[src/rtl/chi_pkg.sv]
package chi_pkg;
  localparam int DW      = 8;
  localparam int NTAPS   = 4;
  localparam int TAP_GAP = 2;
  localparam int WIN     = TAP_GAP * (NTAPS - 1);
  // taps whose product is subtracted from the sum
  localparam logic [NTAPS-1:0] TAP_SUB = 4'b1001;

  typedef logic [DW-1:0] pix_t;

  typedef struct packed {
    logic sor;
    logic eor;
    logic eob;
  } mark_t;
endpackage

[src/rtl/chi_coef_bank.sv]
module chi_coef_bank
  import chi_pkg::*;
#(
  parameter int CW = 8
) (
  input  logic                      clk,
  input  logic                      rst_n,
  input  logic                      busy,
  input  logic                      cfg_valid,
  input  logic [NTAPS*CW-1:0]       cfg_coef,
  output logic [NTAPS-1:0][CW-1:0]  mag
);
  logic [NTAPS-1:0][CW-1:0] mag_next;

  always_comb begin
    for (int i = 0; i < NTAPS; i++) begin
      mag_next[i] = cfg_coef[i*CW+CW-1] ? (~cfg_coef[i*CW +: CW] + CW'(1))
                                        : cfg_coef[i*CW +: CW];
    end
  end

  always_ff @(posedge clk or negedge rst_n) begin
    if (!rst_n)                   mag <= '0;
    else if (cfg_valid && !busy)  mag <= mag_next;
  end


  coef_freeze_chk: assert property (@(posedge clk) disable iff (!rst_n)
    busy |=> $stable(mag));
endmodule

[src/rtl/chi_row_seq.sv]
module chi_row_seq
  import chi_pkg::*;
#(
  parameter int WD_W = 8,
  parameter int HT_W = 8
) (
  input  logic                   clk,
  input  logic                   rst_n,
  input  logic                   cmd_go,
  input  logic [WD_W-1:0]        cmd_wd,
  input  logic [HT_W-1:0]        cmd_ht,
  input  logic                   adv,
  input  logic                   in_valid,
  input  pix_t                   in_data,
  input  logic                   in_sor,
  input  logic                   in_eor,
  output logic                   in_ready,
  output logic                   busy,
  output logic                   emit,
  output pix_t [NTAPS-1:0]       taps,
  output mark_t                  mark
);
  localparam int MAX_ROW = 2 * ((1 << WD_W) - 1) + WIN + 1;
  localparam int POS_W   = $clog2(MAX_ROW);

  logic                    active;
  logic [WD_W-1:0]         wd_q;
  logic [HT_W-1:0]         rows_left;
  logic [POS_W-1:0]        pos;
  logic [POS_W-1:0]        last_pos;
  logic [WIN-1:0][DW-1:0]  win;
  logic [WIN:0][DW-1:0]    ext;
  logic                    fire;
  logic                    row_end;

  assign busy     = active;
  assign in_ready = active && adv;
  assign fire     = in_valid && in_ready;
  assign last_pos = POS_W'({wd_q, 1'b0}) + POS_W'(WIN - 1);
  assign row_end  = (pos == last_pos);
  assign ext      = {win, in_data};

  // tap i reaches back WIN - i*TAP_GAP bytes from the newest byte
  for (genvar i = 0; i < NTAPS; i++) begin : g_tap
    assign taps[i] = ext[WIN - i*TAP_GAP];
  end

  assign emit     = fire && (pos >= POS_W'(WIN));
  assign mark.sor = (pos == POS_W'(WIN));
  assign mark.eor = row_end;
  assign mark.eob = row_end && (rows_left == HT_W'(1));

  always_ff @(posedge clk or negedge rst_n) begin
    if (!rst_n) begin
      active    <= 1'b0;
      wd_q      <= '0;
      rows_left <= '0;
      pos       <= '0;
      win       <= '0;
    end else if (!active) begin
      if (cmd_go && cmd_ht != '0) begin
        active    <= 1'b1;
        wd_q      <= cmd_wd;
        rows_left <= cmd_ht;
        pos       <= '0;
      end
    end else if (fire) begin
      win <= {win[WIN-2:0], in_data};
      if (row_end) begin
        pos       <= '0;
        rows_left <= rows_left - HT_W'(1);
        if (rows_left == HT_W'(1)) active <= 1'b0;
      end else begin
        pos <= pos + POS_W'(1);
      end
    end
  end


  sor_pos_chk: assert property (@(posedge clk) disable iff (!rst_n)
    fire |-> (in_sor == (pos == '0)));

  eor_pos_chk: assert property (@(posedge clk) disable iff (!rst_n)
    fire |-> (in_eor == row_end));

  zero_ht_chk: assert property (@(posedge clk) disable iff (!rst_n)
    (!active && cmd_go && cmd_ht == '0) |=> !busy);

  cmd_legal_chk: assert property (@(posedge clk) disable iff (!rst_n)
    (!active && cmd_go && cmd_ht != '0) |->
      (cmd_wd != '0 && !cmd_wd[0] && (cmd_wd != WD_W'(2) || !cmd_ht[0])));
endmodule

[src/rtl/chi_mac.sv]
module chi_mac
  import chi_pkg::*;
#(
  parameter int CW    = 8,
  parameter int ACC_W = 16
) (
  input  logic                      clk,
  input  logic                      rst_n,
  input  logic                      adv,
  input  logic                      in_vld,
  input  pix_t [NTAPS-1:0]          taps,
  input  mark_t                     mark,
  input  logic [NTAPS-1:0][CW-1:0]  mag,
  output logic                      sum_vld,
  output logic [ACC_W-1:0]          sum,
  output mark_t                     sum_mark
);
  logic                         a_vld;
  pix_t [NTAPS-1:0]             a_taps;
  mark_t                        a_mark;
  logic [NTAPS-1:0][ACC_W-1:0]  prod;
  logic [ACC_W-1:0]             acc;

  always_ff @(posedge clk or negedge rst_n) begin
    if (!rst_n) begin
      a_vld  <= 1'b0;
      a_taps <= '0;
      a_mark <= '0;
    end else if (adv) begin
      a_vld  <= in_vld;
      a_taps <= taps;
      a_mark <= mark;
    end
  end

  for (genvar i = 0; i < NTAPS; i++) begin : g_prod
    assign prod[i] = ACC_W'(mag[i]) * ACC_W'(a_taps[i]);
  end

  always_comb begin
    acc = '0;
    for (int i = 0; i < NTAPS; i++) begin
      if (TAP_SUB[i]) acc = acc - prod[i];
      else            acc = acc + prod[i];
    end
  end

  always_ff @(posedge clk or negedge rst_n) begin
    if (!rst_n) begin
      sum_vld  <= 1'b0;
      sum      <= '0;
      sum_mark <= '0;
    end else if (adv) begin
      sum_vld  <= a_vld;
      sum      <= acc;
      sum_mark <= a_mark;
    end
  end
endmodule

[src/rtl/chi_narrow.sv]
module chi_narrow
  import chi_pkg::*;
#(
  parameter int ACC_W = 16,
  parameter int SHIFT = 6
) (
  input  logic              clk,
  input  logic              rst_n,
  input  logic              in_vld,
  input  logic [ACC_W-1:0]  sum,
  input  mark_t             mark,
  input  logic              out_ready,
  output logic              adv,
  output logic              out_valid,
  output pix_t              out_data,
  output mark_t             out_mark
);
  localparam int RND  = 1 << (SHIFT - 1);
  localparam int MAXV = (1 << DW) - 1;

  logic signed [ACC_W-1:0] rnd;
  logic signed [ACC_W-1:0] sh;
  pix_t                    val;

  assign adv = !out_valid || out_ready;

  always_comb begin
    rnd = $signed(sum + ACC_W'(RND));
    sh  = rnd >>> SHIFT;
    if (sh < 0)                         val = '0;
    else if (sh > $signed(ACC_W'(MAXV))) val = '1;
    else                                val = sh[DW-1:0];
  end

  always_ff @(posedge clk or negedge rst_n) begin
    if (!rst_n) begin
      out_valid <= 1'b0;
      out_data  <= '0;
      out_mark  <= '0;
    end else if (adv) begin
      out_valid <= in_vld;
      out_data  <= val;
      out_mark  <= mark;
    end
  end


  out_hold_chk: assert property (@(posedge clk) disable iff (!rst_n)
    (out_valid && !out_ready) |=> (out_valid && $stable(out_data) && $stable(out_mark)));
endmodule

[src/rtl/chroma_hinterp.sv]
module chroma_hinterp
  import chi_pkg::*;
#(
  parameter int CW    = 8,
  parameter int ACC_W = 16,
  parameter int SHIFT = 6,
  parameter int WD_W  = 8,
  parameter int HT_W  = 8
) (
  input  logic                 clk,
  input  logic                 rst_n,
  input  logic                 cfg_valid,
  input  logic [NTAPS*CW-1:0]  cfg_coef,
  input  logic                 cmd_go,
  input  logic [WD_W-1:0]      cmd_wd,
  input  logic [HT_W-1:0]      cmd_ht,
  output logic                 busy,
  input  logic                 in_valid,
  output logic                 in_ready,
  input  logic [DW-1:0]        in_data,
  input  logic                 in_sor,
  input  logic                 in_eor,
  output logic                 out_valid,
  input  logic                 out_ready,
  output logic [DW-1:0]        out_data,
  output logic                 out_sor,
  output logic                 out_eor,
  output logic                 out_eob
);
  logic                      adv;
  logic [NTAPS-1:0][CW-1:0]  mag;
  logic                      emit;
  pix_t [NTAPS-1:0]          taps;
  mark_t                     emit_mark;
  logic                      sum_vld;
  logic [ACC_W-1:0]          sum;
  mark_t                     sum_mark;
  mark_t                     o_mark;

  chi_coef_bank #(.CW(CW)) u_coef (
    .clk(clk), .rst_n(rst_n), .busy(busy),
    .cfg_valid(cfg_valid), .cfg_coef(cfg_coef), .mag(mag)
  );

  chi_row_seq #(.WD_W(WD_W), .HT_W(HT_W)) u_seq (
    .clk(clk), .rst_n(rst_n), .cmd_go(cmd_go), .cmd_wd(cmd_wd), .cmd_ht(cmd_ht),
    .adv(adv), .in_valid(in_valid), .in_data(in_data), .in_sor(in_sor),
    .in_eor(in_eor), .in_ready(in_ready), .busy(busy), .emit(emit),
    .taps(taps), .mark(emit_mark)
  );

  chi_mac #(.CW(CW), .ACC_W(ACC_W)) u_mac (
    .clk(clk), .rst_n(rst_n), .adv(adv), .in_vld(emit), .taps(taps),
    .mark(emit_mark), .mag(mag), .sum_vld(sum_vld), .sum(sum), .sum_mark(sum_mark)
  );

  chi_narrow #(.ACC_W(ACC_W), .SHIFT(SHIFT)) u_narrow (
    .clk(clk), .rst_n(rst_n), .in_vld(sum_vld), .sum(sum), .mark(sum_mark),
    .out_ready(out_ready), .adv(adv), .out_valid(out_valid),
    .out_data(out_data), .out_mark(o_mark)
  );

  assign out_sor = o_mark.sor;
  assign out_eor = o_mark.eor;
  assign out_eob = o_mark.eob;


  eob_row_chk: assert property (@(posedge clk) disable iff (!rst_n)
    (out_valid && out_eob) |-> out_eor);
endmodule

[config.mk]
export PLATFORM = sky130hd
export DESIGN_NAME = chroma_hinterp
export DESIGN_NICKNAME = d
export VERILOG_FILES = /design/src/rtl/chi_pkg.sv /design/src/rtl/chi_coef_bank.sv /design/src/rtl/chi_row_seq.sv /design/src/rtl/chi_mac.sv /design/src/rtl/chi_narrow.sv /design/src/rtl/chroma_hinterp.sv
export SDC_FILE = /design/constraint.sdc
export NUM_CORES = 1
export LEC_CHECK = 0
export BUFFER_PORTS_ARGS = -buffer_cell sky130_fd_sc_hd__buf_2
export CAP_MARGIN = 0
export CORE_MARGIN = 3
export CORE_UTILIZATION = 60
export CTS_CLUSTER_SIZE = 28
export DETAILED_ROUTE_END_ITERATION = 8
export PLACE_DENSITY = 0.84
export SLEW_MARGIN = 20
export SYNTH_ARGS = -nofsm -noshare
export SYNTH_HDL_FRONTEND = slang
export SYNTH_SLANG_ARGS = --single-unit
export TNS_END_PERCENT = 50
[constraint.sdc]
create_clock -name clk -period 9.3 [get_ports clk]
set_input_delay 1.395 -clock clk [delete_from_list [all_inputs] [get_ports clk]]
set_output_delay 1.395 -clock clk [all_outputs]
set_load 0.05 [all_outputs]
==> results of run 1 <==
## logic make-up after synthesis
family,after synthesis,synth area share [%]
AOI/OAI and AO/OA,124,5.23
xor gates and xnor gates,59,3.14
adders and majority gates,345,36.2
buffers and inverters,349,7.97
DFF,170,25.8
muxes,4,0.243
and+or+nand+nor,766,21.4
## cells in the final DEF, fill, tap and decap left out, types with 13 or more instances in the layout
cell type / count
nor3_1: 23
xor2_1: 30
dfrtp_1: 170
ha_1: 126
clkbuf_16: 17
buf_2: 74
nand3_1: 19
fa_1: 219
a21oi_1: 13
nor2_1: 50
o21ai_0: 41
xnor2_1: 29
inv_1: 293
and2_1: 167
nand2_1: 449
## stage by stage
step / hold slack [ps] / utilization (%) / instances / worst slack, ps
floorplan: 430 / - / 1817 / 2710
global placement: 447 / 63.5 / 2181 / 2330
detailed placement: 452 / 63.5 / 2181 / 2280
CTS: 467 / 65.6 / 2213 / 2230
global route: 486 / 65.7 / 2213 / 1930
finish: 463 / 65.7 / 2213 / 2130
## path summary, 6_finish.rpt
check / depth (start not counted) / slack (ps) / from / to
max: 20 / 2130 / u_mac.a_taps[10]$_DFFE_PN0N_ / u_mac.sum[12]$_DFFE_PN0N_
min: 2 / 460 / u_seq.ext[15]$_DFFE_PN0P_ / u_seq.taps[23]$_DFFE_PN0P_
max reg2reg: 20 / 2130 / u_mac.a_taps[10]$_DFFE_PN0N_ / u_mac.sum[12]$_DFFE_PN0N_
min reg2reg: 2 / 460 / u_seq.ext[15]$_DFFE_PN0P_ / u_seq.taps[23]$_DFFE_PN0P_
max in group asynchronous: 2 / 6740 / rst_n / u_mac.a_taps[30]$_DFFE_PN0N_
min in group asynchronous: 1 / 1050 / rst_n / u_coef.mag[0]$_DFFE_PN0P_
## per-layer routing
layer | global-route usage [%] | wire length [microns]
met2 | 44.2 | 18300
met1 | 34.6 | 14600
met5 | 0 | 0
met4 | 9.80 | 1190
met3 | 3.31 | 1900
## final cells by class
type / count / area, sq um
clock buffer: 19 / 443
clock inverter: 13 / 140
fill: 2046 / 9250
inverter: 293 / 1100
multi-input combinational: 1298 / 10900
sequential: 170 / 4250
tap: 341 / 427
timing repair buffer: 79 / 412
## sequential cells by signal (all words and copies together) (netlist names), 3 cells and up
signal / count
u_seq.wd_q: 8
u_mac.a_taps: 32
u_seq.pos: 10
u_seq.rows_left: 8
u_seq.ext: 24
u_coef.mag: 32
u_narrow.out_data: 8
u_mac.sum: 11
u_narrow.out_mark: 3
u_mac.sum_mark: 3
u_seq.taps: 24
u_mac.a_mark: 3
## worst reg2reg max path, cell delays in order, from the launching register on
cell and delay (ps):
dfrtp_1 540, and2_1 260, fa_1 510, inv_1 70, fa_1 530, inv_1 50, fa_1 510, fa_1 450
fa_1 580, fa_1 530, fa_1 540, inv_1 50, fa_1 540, inv_1 40, ha_1 340, a21o_1 170
a21o_1 210, a211oi_1 490, a21boi_0 250, o21a_1 230, o31ai_1 180
==> results by group, run 1 <==
Synth
  • Post-synthesis sequential area ratio: 25.8%
  • Post-synth top cells: nand2_1 (450), inv_1 (293), fa_1 (219)
  • EDFF count, synth: 0
  • Ys async rst share: 100%
  • Post-synth net total: 2226
  • Most numerous cell in the Yosys netlist: nand2_1
  • Main area contributors after synthesis: fa_1 (27%), dfrtp_1 (26%), nand2_1 (10%), ha_1 (9.6%), inv_1 (6.7%)
  • Cell variety after synth: 56
  • Synthesized cell area: 16500 sq um
  • Post-synth top area share: 26.6%
  • Cell taking the most area after synthesis: fa_1
  • Syn Area/Cell: 9.06 sq um
  • Yosys Warn Count: 0
  • #FFs+latches synth: 170
  • Ys flop type: dfrtp_1
  • Cells after synthesis: 1817

Detailed routing
  • Drc violations: 0
  • Drt first pass iters: 7
  • Initial drt markers: 905
  • Final WL: 36000 microns
  • Final ANT Viol Nets: 0
  • Vias: 12300
  • Drt wl/cell: 16.3 microns
  • Vias/cell: 5.57

STA
  • Final hold vios: 0
  • Period utilization: 77.1%
  • Worst-Margin Slew: 932 ps
  • Unrepaired setup endpoints after global routing: false
  • Max Clock Skew: 19.9 ps
  • Max Freq: 140 MHz
  • Slew Limit Fails: 0
  • Fin Setup TNS: 0 ps
  • Slew margin rel.: 37.9%
  • Period minus WS final: 7170 ps
  • # setup viols final: 0

Setup path
  • Crit-path max FO: 9
  • Worst path bufs/invs: 4
  • Nature of the critical path startpoint: flop
  • Top Family by Delay on Critical Path: adder cells
  • Worst path slowest cell: fa_1
  • Worst path cell trace: and2_1 -> fa_1 -> inv_1 -> fa_1 -> inv_1 -> fa_1 -> fa_1 -> fa_1 -> fa_1 -> fa_1 -> inv_1 -> fa_1 -> inv_1 -> ha_1 -> a21o_1 -> a21o_1 -> a211oi_1 -> a21boi_0 -> o21a_1 -> o31ai_1
  • CP arrival: 7520 ps
  • Req. time, crit path: 9650 ps
  • Cell mode on critical path: fa_1
  • Setup Crit Path Kind: flop to flop
  • Crit. End Element: flop
  • Worst path max stage delay: 580 ps

Clocking
  • Post-cts sizing count: 0
  • CTS sink count: 170
  • Clock Latency Late Sink: 450 ps
  • Post-CTS Hold Buffers: 0
  • Clock-pin slew on the worst setup and hold paths: 80 ps
  • CTS Root Cell: clkbuf_16
  • CTS tree: yes
  • TritonCTS Buffers: 17
  • Longest Clk Path Bufs: 2
  • H-tree Lvls: 4
  • Setup Buffers After CTS: 0

Cells and area
  • Synthesis-to-layout area growth: 7.53%
  • Fin area: 17700 sq um
  • Nets@finish: 2268
  • Share of layout cells above drive strength 1: 6.62%
  • Antenna cells: 0

GRT
  • Wire length of the first global-routing pass: 61000 microns
  • Largest net degree at the start of global routing: 97
  • GRT Residual Overflow: 0
  • Initial antenna violation count: 0
  • GRT Util Overall: 26.0%
  • Vias in the first global route: 12700

Placement
  • I/O Buffers: 75
  • GPL Wtd Cong: 0.858
  • Placed cell areas: 17100 sq um
  • Hpwl dp: 27100 microns

Die
  • Die width: 172 microns
  • Core area: 27000 sq um
  • Die area: 29500 sq um
  • Initial Util: 61.1%
  • Row count: 60
  • Die Y-Extent: 172 microns
  • Top-level port count: 78

Run status
  • Status: completed

Min path
  • Hold/Removal Path Class: flop to flop

Flow run
  • Max Cap Viol: 0
Power of run 1 is left out: the tool's default activity adds up to more than one toggle a clock period on the data nets, which glitch-free logic cannot reach.
==> run 2: changes to the inputs <==
--- a/config.mk
+++ b/config.mk
@@ -8,10 +8,10 @@
 export BUFFER_PORTS_ARGS = -buffer_cell sky130_fd_sc_hd__buf_2
 export CAP_MARGIN = 0
 export CORE_MARGIN = 3
-export CORE_UTILIZATION = 60
+export CORE_UTILIZATION = 58
 export CTS_CLUSTER_SIZE = 28
 export DETAILED_ROUTE_END_ITERATION = 8
-export PLACE_DENSITY = 0.84
+export PLACE_DENSITY = 0.85
 export SLEW_MARGIN = 20
 export SYNTH_ARGS = -nofsm -noshare
 export SYNTH_HDL_FRONTEND = slang
==> constraint.sdc (replaced) <==
create_clock -name clk -period 6.5 [get_ports clk]
set_input_delay 0.975 -clock clk [delete_from_list [all_inputs] [get_ports clk]]
set_output_delay 0.975 -clock clk [all_outputs]
set_load 0.05 [all_outputs]
==> results by group, run 2 (synthesized netlist as in run 1, its figures left out) <==
Run status
  • Status: finished with violations
  • Violated checks: negative setup slack

Min path
  • HP Start: u_mac.sum_vld$_DFFE_PN0N_
  • Hold/Removal Path Class: flop to flop
  • WHS Endpoint: u_mac.sum_vld$_DFFE_PN0N_
  • WHS Path Cells: 2

Detailed routing
  • Vias/cell: 5.60
  • Final WL: 42000 microns
  • Initial drt markers: 1214
  • Drt first pass iters: 5
  • Vias: 13300
  • Drt wl/cell: 17.7 microns
  • Final ANT Viol Nets: 0
  • Drc violations: 0

Clocking
  • CTS tree: yes
  • CTS Root Cell: clkbuf_16
  • Longest Clk Path Bufs: 2
  • Clock Latency Late Sink: 450 ps
  • Clock-pin slew on the worst setup and hold paths: 90 ps
  • CTS sink count: 170
  • H-tree Lvls: 4
  • TritonCTS Buffers: 17

Setup path
  • Nature of the critical path startpoint: flop
  • FF-to-FF Start: u_coef.mag[21]$_DFFE_PN0P_
  • CP arrival: 6890 ps
  • Crit-path max FO: 5
  • Reg2Reg Setup Slack: -70 ps
  • Reg2reg end: u_mac.sum[12]$_DFFE_PN0N_
  • Setup Crit Path Kind: flop to flop
  • Crit. End Element: flop
  • Worst reg2reg path depth: 21
  • Req. time, crit path: 6820 ps

STA
  • Final hold vios: 0
  • Period utilization: 101%
  • Final setup margin: -68.5 ps
  • Worst-Margin Slew: 895 ps
  • Period minus WS final: 6570 ps
  • Slew margin rel.: 40.3%
  • Max Clock Skew: 17.9 ps
  • # setup viols final: 5
  • Max Freq: 152 MHz
  • Unrepaired setup endpoints after global routing: true
  • Slew Limit Fails: 0

Placement
  • GPL Wtd Cong: 0.921
  • Hpwl dp: 30600 microns
  • Placed cell areas: 17900 sq um
  • I/O Buffers: 75

Cells and area
  • Synthesis-to-layout area growth: 15.3%
  • Nets@finish: 2391
  • Fin area: 19000 sq um
  • Most frequent cells in the layout: nand2_1 (447), inv_1 (277), fa_1 (210), dfrtp_1 (155), and2_1 (154)
  • # fillers: 1971
  • Share of layout cells above drive strength 1: 16.0%
  • Antenna cells: 0
  • Biggest regs: u_coef.mag (32), u_mac.a_taps (32)
  • Most common cell after layout, fill and taps aside: nand2_1

Die
  • Core area: 27900 sq um
  • Die area: 30400 sq um
  • Die width: 174 microns
  • Die Y-Extent: 174 microns
  • Top-level port count: 78
  • Initial Util: 59.1%
  • Row count: 61

GRT
  • Wire length of the first global-routing pass: 68800 microns
  • GRT Residual Overflow: 0
  • Largest net degree at the start of global routing: 71
  • GRT Util Overall: 28.4%
  • Initial antenna violation count: 0
  • Vias in the first global route: 14100

Flow run
  • Max Cap Viol: 0
## run 2: critical path, stage by stage (launching register included)
cell and delay (ps):
dfrtp_2 480, buf_6 150, buf_6 110, and2_1 160, fa_1 490, inv_2 50, fa_1 570, fa_1 460
fa_1 510, inv_2 40, fa_2 580, fa_2 450, fa_1 550, inv_2 50, fa_2 570, inv_2 50
ha_4 280, inv_1 50, a211o_4 320, a21boi_4 210, o21a_1 210, o31ai_2 80
## run 2: how the worst max path moves through the flow
stage,start,to,slack [ps],cells after the start
floorplan,u_coef.mag[14]$_DFFE_PN0P_,u_mac.sum[12]$_DFFE_PN0N_,10,21
global placement,u_coef.mag[19]$_DFFE_PN0P_,u_mac.sum[12]$_DFFE_PN0N_,-130,20
detailed placement,u_mac.a_taps[9]$_DFFE_PN0N_,u_mac.sum[12]$_DFFE_PN0N_,-270,21
CTS,u_mac.a_taps[9]$_DFFE_PN0N_,u_mac.sum[14]$_DFFE_PN0N_,-9,21
global route,u_coef.mag[20]$_DFFE_PN0P_,u_mac.sum[12]$_DFFE_PN0N_,-210,22
finish,u_coef.mag[21]$_DFFE_PN0P_,u_mac.sum[12]$_DFFE_PN0N_,-70,21
## run 2: layer usage
layer  global-route usage, %  share of wire, %  vias up
met4                    11.9               4.1        0
li1                        -                 -     5903
met5                       0                 0        -
met2                    47.5                50      557
met1                    36.6                39     6689
met3                    5.11               6.9      139
## run 2: layout make-up
type | instances | area, sq um | area share [%]
clock buffers | 19 | 453 | 2.39
clock inverters | 13 | 148 | 0.778
inverters | 293 | 1100 | 5.80
multi-input cells | 1298 | 11100 | 58.7
flip-flops and latches | 170 | 4270 | 22.5
well taps | 378 | 473 | 2.49
repair buffers | 202 | 1390 | 7.31
## run 2: stage by stage
step / setup slack (ps) / hold WS, ps / setup TNS (ps) / std cells / util, %
floorplan: 13.5 / 430 / 0 / 1817 / -
CTS: -9.06 / 465 / -9.06 / 2364 / 67.4
detailed placement: -271 / 447 / -959 / 2322 / 64.4
global placement: -130 / 444 / -385 / 2322 / 64.4
global route: -208 / 491 / -1100 / 2373 / 68.1
finish: -68.5 / 460 / -166 / 2373 / 68.1
## run 2: what timing repair did
action | CTS | global route
hold buffers | 0 | 0
gates resized for setup | 53 | 39
endpoints found under the setup margin | 7 | 8
pin swaps | 61 | 56
setup buffers | 12 | 9
Power of run 2 is left out for the same reason.
